File: config.mk
export PLATFORM = sky130hd
export DESIGN_NAME = sample_pair_latch
export DESIGN_NICKNAME = d
export VERILOG_FILES = /design/src/rtl/pairlatch_pkg.sv /design/src/rtl/pl_sequencer.sv /design/src/rtl/pl_halfrate_div.sv /design/src/rtl/pl_capture.sv /design/src/rtl/sample_pair_latch.sv
export SDC_FILE = /design/constraint.sdc
export NUM_CORES = 1
export LEC_CHECK = 0
export ABC_AREA = 0
export BUFFER_PORTS_ARGS = -buffer_cell sky130_fd_sc_hd__buf_2
export CAP_MARGIN = 20
export CORE_UTILIZATION = 25
export DETAILED_ROUTE_END_ITERATION = 8
export GPL_TIMING_DRIVEN = 0
export PLACE_DENSITY_LB_ADDON = 0.3
export SYNTH_ARGS = -nofsm -noshare
export SYNTH_HDL_FRONTEND = slang
export SYNTH_SLANG_ARGS = --single-unit
File: constraint.sdc
create_clock -name clk_i -period 1.79 [get_ports clk_i]
set_input_delay 0.179 -clock clk_i [delete_from_list [all_inputs] [get_ports clk_i]]
set_output_delay 0.179 -clock clk_i [all_outputs]
set_load 0.05 [all_outputs]
File: src/rtl/pairlatch_pkg.sv
package pairlatch_pkg;

    typedef enum logic [1:0] {
        PL_BYPASS   = 2'd0,
        PL_UNSYNCED = 2'd1,
        PL_HOLD     = 2'd2,
        PL_LOCKED   = 2'd3
    } pl_state_e;

endpackage

File: src/rtl/pl_sequencer.sv
module pl_sequencer
    import pairlatch_pkg::*;
(
    input  logic      clk_i,
    input  logic      rst_ni,
    input  logic      dual_mode_i,
    input  logic      sync_i,
    input  logic      phase_inv_i,
    output pl_state_e state_o,
    output logic      inv_changed_o,
    output logic      stay_locked_o
);

    pl_state_e state_q;
    pl_state_e state_d;
    logic      inv_q;
    logic      inv_changed;

    assign inv_changed = phase_inv_i ^ inv_q;

    always_comb begin
        state_d = state_q;
        if (!dual_mode_i) begin
            state_d = PL_BYPASS;
        end else begin
            unique case (state_q)
                PL_BYPASS:   state_d = PL_UNSYNCED;
                PL_UNSYNCED: state_d = sync_i ? PL_HOLD : PL_UNSYNCED;
                PL_HOLD:     state_d = sync_i ? PL_HOLD : PL_LOCKED;
                PL_LOCKED: begin
                    if (sync_i) begin
                        state_d = PL_HOLD;
                    end else if (inv_changed) begin
                        state_d = PL_UNSYNCED;
                    end else begin
                        state_d = PL_LOCKED;
                    end
                end
                default:     state_d = PL_BYPASS;
            endcase
        end
    end

    always_ff @(posedge clk_i or negedge rst_ni) begin
        if (!rst_ni) begin
            state_q <= PL_BYPASS;
            inv_q   <= 1'b0;
        end else begin
            state_q <= state_d;
            inv_q   <= phase_inv_i;
        end
    end

    always_comb begin
        state_o       = state_q;
        inv_changed_o = inv_changed;
        stay_locked_o = (state_d == PL_LOCKED) && (state_q == PL_LOCKED);
    end

endmodule

File: src/rtl/pl_halfrate_div.sv
module pl_halfrate_div (
    input  logic clk_i,
    input  logic rst_ni,
    input  logic sync_i,
    input  logic run_i,
    output logic div_o
);

    logic div_q;

    always_ff @(posedge clk_i or negedge rst_ni) begin
        if (!rst_ni) begin
            div_q <= 1'b0;
        end else if (sync_i || !run_i) begin
            div_q <= 1'b0;
        end else begin
            div_q <= ~div_q;
        end
    end

    assign div_o = div_q;

endmodule

File: src/rtl/pl_capture.sv
module pl_capture #(
    parameter int PORT_W = 8
) (
    input  logic                clk_i,
    input  logic                rst_ni,
    input  logic                strobe_i,
    input  logic                stay_locked_i,
    input  logic [PORT_W-1:0]   port_a_i,
    input  logic [PORT_W-1:0]   port_b_i,
    output logic [2*PORT_W-1:0] word_o,
    output logic                valid_o
);

    localparam int WORD_W = 2 * PORT_W;

    logic [WORD_W-1:0] word_q;
    logic              primed_q;
    logic              valid_q;

    always_ff @(posedge clk_i or negedge rst_ni) begin
        if (!rst_ni) begin
            word_q <= '0;
        end else if (strobe_i) begin
            word_q <= {port_a_i, port_b_i};
        end
    end

    always_ff @(posedge clk_i or negedge rst_ni) begin
        if (!rst_ni) begin
            primed_q <= 1'b0;
            valid_q  <= 1'b0;
        end else if (!stay_locked_i) begin
            primed_q <= 1'b0;
            valid_q  <= 1'b0;
        end else if (strobe_i) begin
            primed_q <= 1'b1;
            valid_q  <= primed_q;
        end
    end

    assign word_o  = word_q;
    assign valid_o = valid_q;

endmodule

File: src/rtl/sample_pair_latch.sv
module sample_pair_latch
    import pairlatch_pkg::*;
#(
    parameter int PORT_W = 8
) (
    input  logic                clk_i,
    input  logic                rst_ni,
    input  logic                dual_mode_i,
    input  logic                sync_i,
    input  logic                phase_inv_i,
    input  logic [PORT_W-1:0]   port_a_i,
    input  logic [PORT_W-1:0]   port_b_i,
    output logic [2*PORT_W-1:0] pair_word_o,
    output logic                pair_valid_o,
    output logic                cap_strobe_o
);

    pl_state_e state;
    logic      inv_changed;
    logic      stay_locked;
    logic      div;
    logic      div_run;
    logic      strobe;

    pl_sequencer u_seq (
        .clk_i         (clk_i),
        .rst_ni        (rst_ni),
        .dual_mode_i   (dual_mode_i),
        .sync_i        (sync_i),
        .phase_inv_i   (phase_inv_i),
        .state_o       (state),
        .inv_changed_o (inv_changed),
        .stay_locked_o (stay_locked)
    );

    assign div_run = (state == PL_HOLD) || (state == PL_LOCKED);

    pl_halfrate_div u_div (
        .clk_i  (clk_i),
        .rst_ni (rst_ni),
        .sync_i (sync_i),
        .run_i  (div_run),
        .div_o  (div)
    );

    always_comb begin
        strobe = (state == PL_LOCKED) && dual_mode_i && !sync_i &&
                 !inv_changed && (div ^ phase_inv_i);
    end

    pl_capture #(.PORT_W(PORT_W)) u_cap (
        .clk_i         (clk_i),
        .rst_ni        (rst_ni),
        .strobe_i      (strobe),
        .stay_locked_i (stay_locked),
        .port_a_i      (port_a_i),
        .port_b_i      (port_b_i),
        .word_o        (pair_word_o),
        .valid_o       (pair_valid_o)
    );

    assign cap_strobe_o = strobe;

endmodule

Word-level counts from Yosys, hierarchy flattened
Cells that the tools add are included.
Word-level totals
  bits in registers: 22
  input port bits: 21
  latch bits: 0
  bits in writable memories: 0
  logic and storage cells: 36
  memory bits (read-only): 0
  memories: 0
Cells by class
  order comparisons: 0
  $mul: 0
  div/mod/pow operators: 0
  muxes and demuxes: 11
  reduce and logical (&&, ||, !) cells: 11
  bitwise gates (word level): 3
  equality and inequality tests: 5
  shifts and indexed selects: 0
  add/subtract/negate cells: 0
Operators by type and width (number)
  two-way mux 2 bit: 4
  case mux 2 bit (4 select lines): 1
  equality test 2 bit (second input constant): 3
  two-way mux 1 bit: 6
  logical AND 1 bit: 5
  logical NOT 1 bit: 3
  equality test 2 x 1 -> 1 bit (second input constant): 1
  logical NOT 2 bit: 1
  logical OR 1 bit: 2
  inequality test 2 bit (second input constant): 1
  XOR 1 bit: 2
  inverter 1 bit: 1

Logic depth before layout (Yosys ltp)
  depth after elaboration: 8
  depth in mapped cells: 7
  gate-level depth less buffers: 4

Hierarchy
A second synthesis with hierarchy kept.
Second synthesis, totals
  cells, all modules: 57
  area total of the unflattened synthesis: 917.1 um2
Modules (own cells, without submodules)
  pl_capture: area an instance 719.4 um2, times used 1, cells an instance 39
  pl_sequencer: area an instance 126.4 um2, times used 1, cells an instance 12
  pl_halfrate_div: area an instance 37.5 um2, times used 1, cells an instance 2
  sample_pair_latch: area an instance 33.8 um2, times used 1, cells an instance 4

Worst setup path before layout
No wires, ideal clock.
  path type: register to output
  start point: register u_seq.inv_q
  end point: output cap_strobe_o
  path buffers: 2
  arrival time: 1.721 ns
  setup slack: -0.110 ns
  stages on the path, launching flop included: 5
  path through: dfrtp_1 > buf_2 > buf_2 > nand3b_1 > a21oi_1
Between the ends
  longest elaborated chain between the ends: 4
Ends and longest elaborated chain
  start, declared: line pl_sequencer.sv:16  | logic inv_q;
  start signal, assigned: line pl_sequencer.sv:50  | inv_q <= phase_inv_i;
  XOR 1 bit: line pl_sequencer.sv:19  | assign inv_changed = phase_inv_i ^ inv_q;
  logical NOT 1 bit: line sample_pair_latch.sv:48  | !inv_changed && (div ^ phase_inv_i);
  logical AND 1 bit: line sample_pair_latch.sv:47  | strobe = (state == PL_LOCKED) && dual_mode_i && !sync_i &&
  logical AND 1 bit: line sample_pair_latch.sv:48
  end, declared: line sample_pair_latch.sv:15  | output logic cap_strobe_o
No other way between the ends.

Worst setup path after layout
  start point: register u_seq.state_q[0], in the netlist u_seq.state_o[0]
  end point: output cap_strobe_o
Between the ends
  longest elaborated chain between the ends: 5
Ends and longest elaborated chain
  start, declared: line pl_sequencer.sv:14  | pl_state_e state_q;
  start signal, assigned: line pl_sequencer.sv:49  | state_q <= state_d;
  equality test 2 bit: line sample_pair_latch.sv:47
  logical AND 1 bit (3 in series): line sample_pair_latch.sv:47
  logical AND 1 bit: line sample_pair_latch.sv:48
No other way between the ends.

==> metrics <==
Netlist cell types=29; top post-synthesis cells by area=dfrtp_1 37%, nand2_1 12%, o32ai_2 11%; endpoint class of the critical path=output pin; Synth Area in Simple Gates=0.203; Detailed Route Iter0 Violations=65; Slew HR=0.643; GPL Wtd Cong=0.708; final WL=4060 um; Lkg Pwr=0.694 nW; Worst-Margin Slew=0.536 ns; cell taking the most area after synthesis=dfrtp_1; syn avg cell area=9.14 um^2; Synth Register Bits=22; Synth Warn #=0; largest net degree at the start of global routing=23; share of layout cells above drive strength 1=0.347; # IOs=39; Rows=27; Commonest cells post-synth=49 x nand2_1, 22 x dfrtp_1, 18 x a21oi_1; Sink Count=22; die width=78.9 um; register area=552 um^2; final worst slack=0.105 ns; largest family of logic cells by synthesized area=compound AO/OA/AOI/OAI gates; startpoint class of the critical path=flop; ant diodes=0; Setup Skew=0.00555 ns; drc violations=0; DR WL/cell=14.8 um; via count=1,384; pwr dens=595 nW/um^2; period utilization=0.942; Overflow after GRT=0; FMAX=593 MHz; area of the mapped netlist=1480 um^2; Placed Cells=272; Initial Util=0.264; vias in the first global route=1,422; Hold WS=0.0303 ns; gr usage total=0.143; Post-Synthesis Cells=162; prevailing post-synth register cell=dfrtp_1; Max Root-Sink Buffers=2; RR Startpoint=u_div.div_o$_DFF_PN0_; Final Non-Filler Cells=274; Clock Pin Slew Worst Setup and Hold Paths=0.08 ns; Hold Crit Start=phase_inv_i; RSZ-0062 raised after global routing=no; nets=225; Worst Hold End=u_seq.inv_q$_DFF_PN0_; CP max FO=10; first-pass iteration count of the detailed router=4; flop-to-flop setup slack=0.31 ns; Inserted Clock Buffers=3; Top Layer Used=met4; drt via density=5.05; Finish-stage setup viols=0; Crit Path Category=flop to output pin; R2R cell count=6; DRT antenna net count=0; Area Overhead vs Synth=22.5%; max-slew violation count=0; area share of the leading cell type in the synthesized netlist=0.372; Tightest Hold Check Type=primary input to flop; area of the multi-input gates=815 um^2; initial antenna violation count=0; post-synthesis mux area share=0.0144; Fin. Hold Viols=0; worst skew pair latency=0.27 ns; quantity of I/O buffers inserted on ports=38; xor and xnor fraction of the mapped netlist area=0.00592; Final HPWL DP=2770 um; Compound-Gate Fraction of Synth Area=0.325; Crit Reg-Reg Endpoint=u_cap.word_o[13]$_DFFE_PN0P_; CTS root buf=clkbuf_8; Critical Path AT=1.51 ns; TritonCTS clock tree=built; FFs w/ async S/R, synth=1.00; Max Cap Viol=0; syn_nets=183; M1 WL=2000 um; leading cell type by number of instances after synthesis=nand2_1; hold depth=1; Tmin final=1.69 ns; DP Worst Slack=0.0377 ns; adder-cell share of the synthesized area=0; Peak VDD IR=0.342 mV; number of synthesized flops with an enable pin=0; filler cell count=607; wire length on met3=179 um; core area=5610 um^2; global-route wire length before repair=6920 um; H-tree levels=1; Die H=78.9 um; sequential area share after synthesis=0.372; CP required=1.61 ns; die area=6230 um^2; wire length on met2=1840 um; outcome=finished, final reports clean; final setup TNS=0 ns
per-stage QoR:
| stage | instance area, um^2 | utilization | total power, mW |
|---|---|---|---|
| global route | 1810 | 0.323 | 1.14 |
| detailed placement | 1760 | 0.315 | 0.764 |
| CTS | 1820 | 0.325 | 1.10 |
| global placement | 1760 | 0.315 | 0.762 |
| finish | 1810 | 0.323 | 1.08 |
| floorplan | 1480 | - | 0.687 |
cell families after synthesis:
group,after synthesis
AND/OR/NAND/NOR,64
XOR/XNOR,1
flip-flops,22
AO/OA/AOI/OAI,55
multiplexers,2
buffers and inverters,18
cell type report:
class                           count  area share
Clock buffer                        3      0.0228
Multi-Input combinational cell    122       0.449
Timing Repair Buffer               39       0.112
Buffer                             16      0.0621
Tap cell                           72      0.0497
Sequential cell                    22       0.304
how the worst max path moves through the flow:
stage,slack [ns],to,depth (start not counted),startpoint
final,0.10,cap_strobe_o,5,u_seq.state_o[0]$_DFF_PN0_
after CTS,0.004,cap_strobe_o,5,u_seq.inv_q$_DFF_PN0_
after floorplan,0.14,cap_strobe_o,4,u_seq.inv_q$_DFF_PN0_
after global routing,0.03,cap_strobe_o,5,u_seq.state_o[0]$_DFF_PN0_
after detailed placement,0.04,cap_strobe_o,5,u_seq.inv_q$_DFF_PN0_
after global placement,0.06,cap_strobe_o,5,u_seq.inv_q$_DFF_PN0_
report_power, final:
group / internal, mW / switching [mW] / total (mW)
Sequential: 0.511 / 0.0173 / 0.529
Combinational: 0.0802 / 0.144 / 0.224
Clock: 0.151 / 0.175 / 0.325
Total: 0.742 / 0.336 / 1.08
layer usage:
layer  GRT usage  vias up
met5           0        -
met4      0.0527        0
met3      0.0207        4
met2       0.226       39
met1       0.196      652
li1            -      689
registers in the layout, indices dropped and copies added, names as in the netlist:
| register | flops |
|---|---|
| u_cap.primed_q | 1 |
| u_cap.valid_o | 1 |
| u_cap.word_o | 16 |
| u_div.div_o | 1 |
| u_seq.inv_q | 1 |
| u_seq.state_o | 2 |
worst max-delay path: stages, from the launching register on:
cell and delay, ns:
dfrtp_1 0.44, nand4b_4 0.15, buf_6 0.18, buf_8 0.15
a21oi_2 0.12, buf_4 0.21
layout by cell type (no fill, tap or decap), drive strengths merged, types with 2 or more instances in the layout:
cell    synthesis  layout
buf            14      51
clkbuf          4       6
nor2            2       2
dfrtp          22      22
nand2b          3       3
nand2          49      49
and2            2       2
o32ai          16      16
a32oi          16      16
nor2b           2       2
o21ai           2       2
a21oi          18      18
nor3            2       2
repair_timing:
item,CTS,global route
endpoints found under the hold margin,22,0
resized for setup,4,0
setup buffers,0,0
hold buffers,1,0
setup endpoints to repair,1,1
Note: power is estimated with default switching activity, not from simulation.
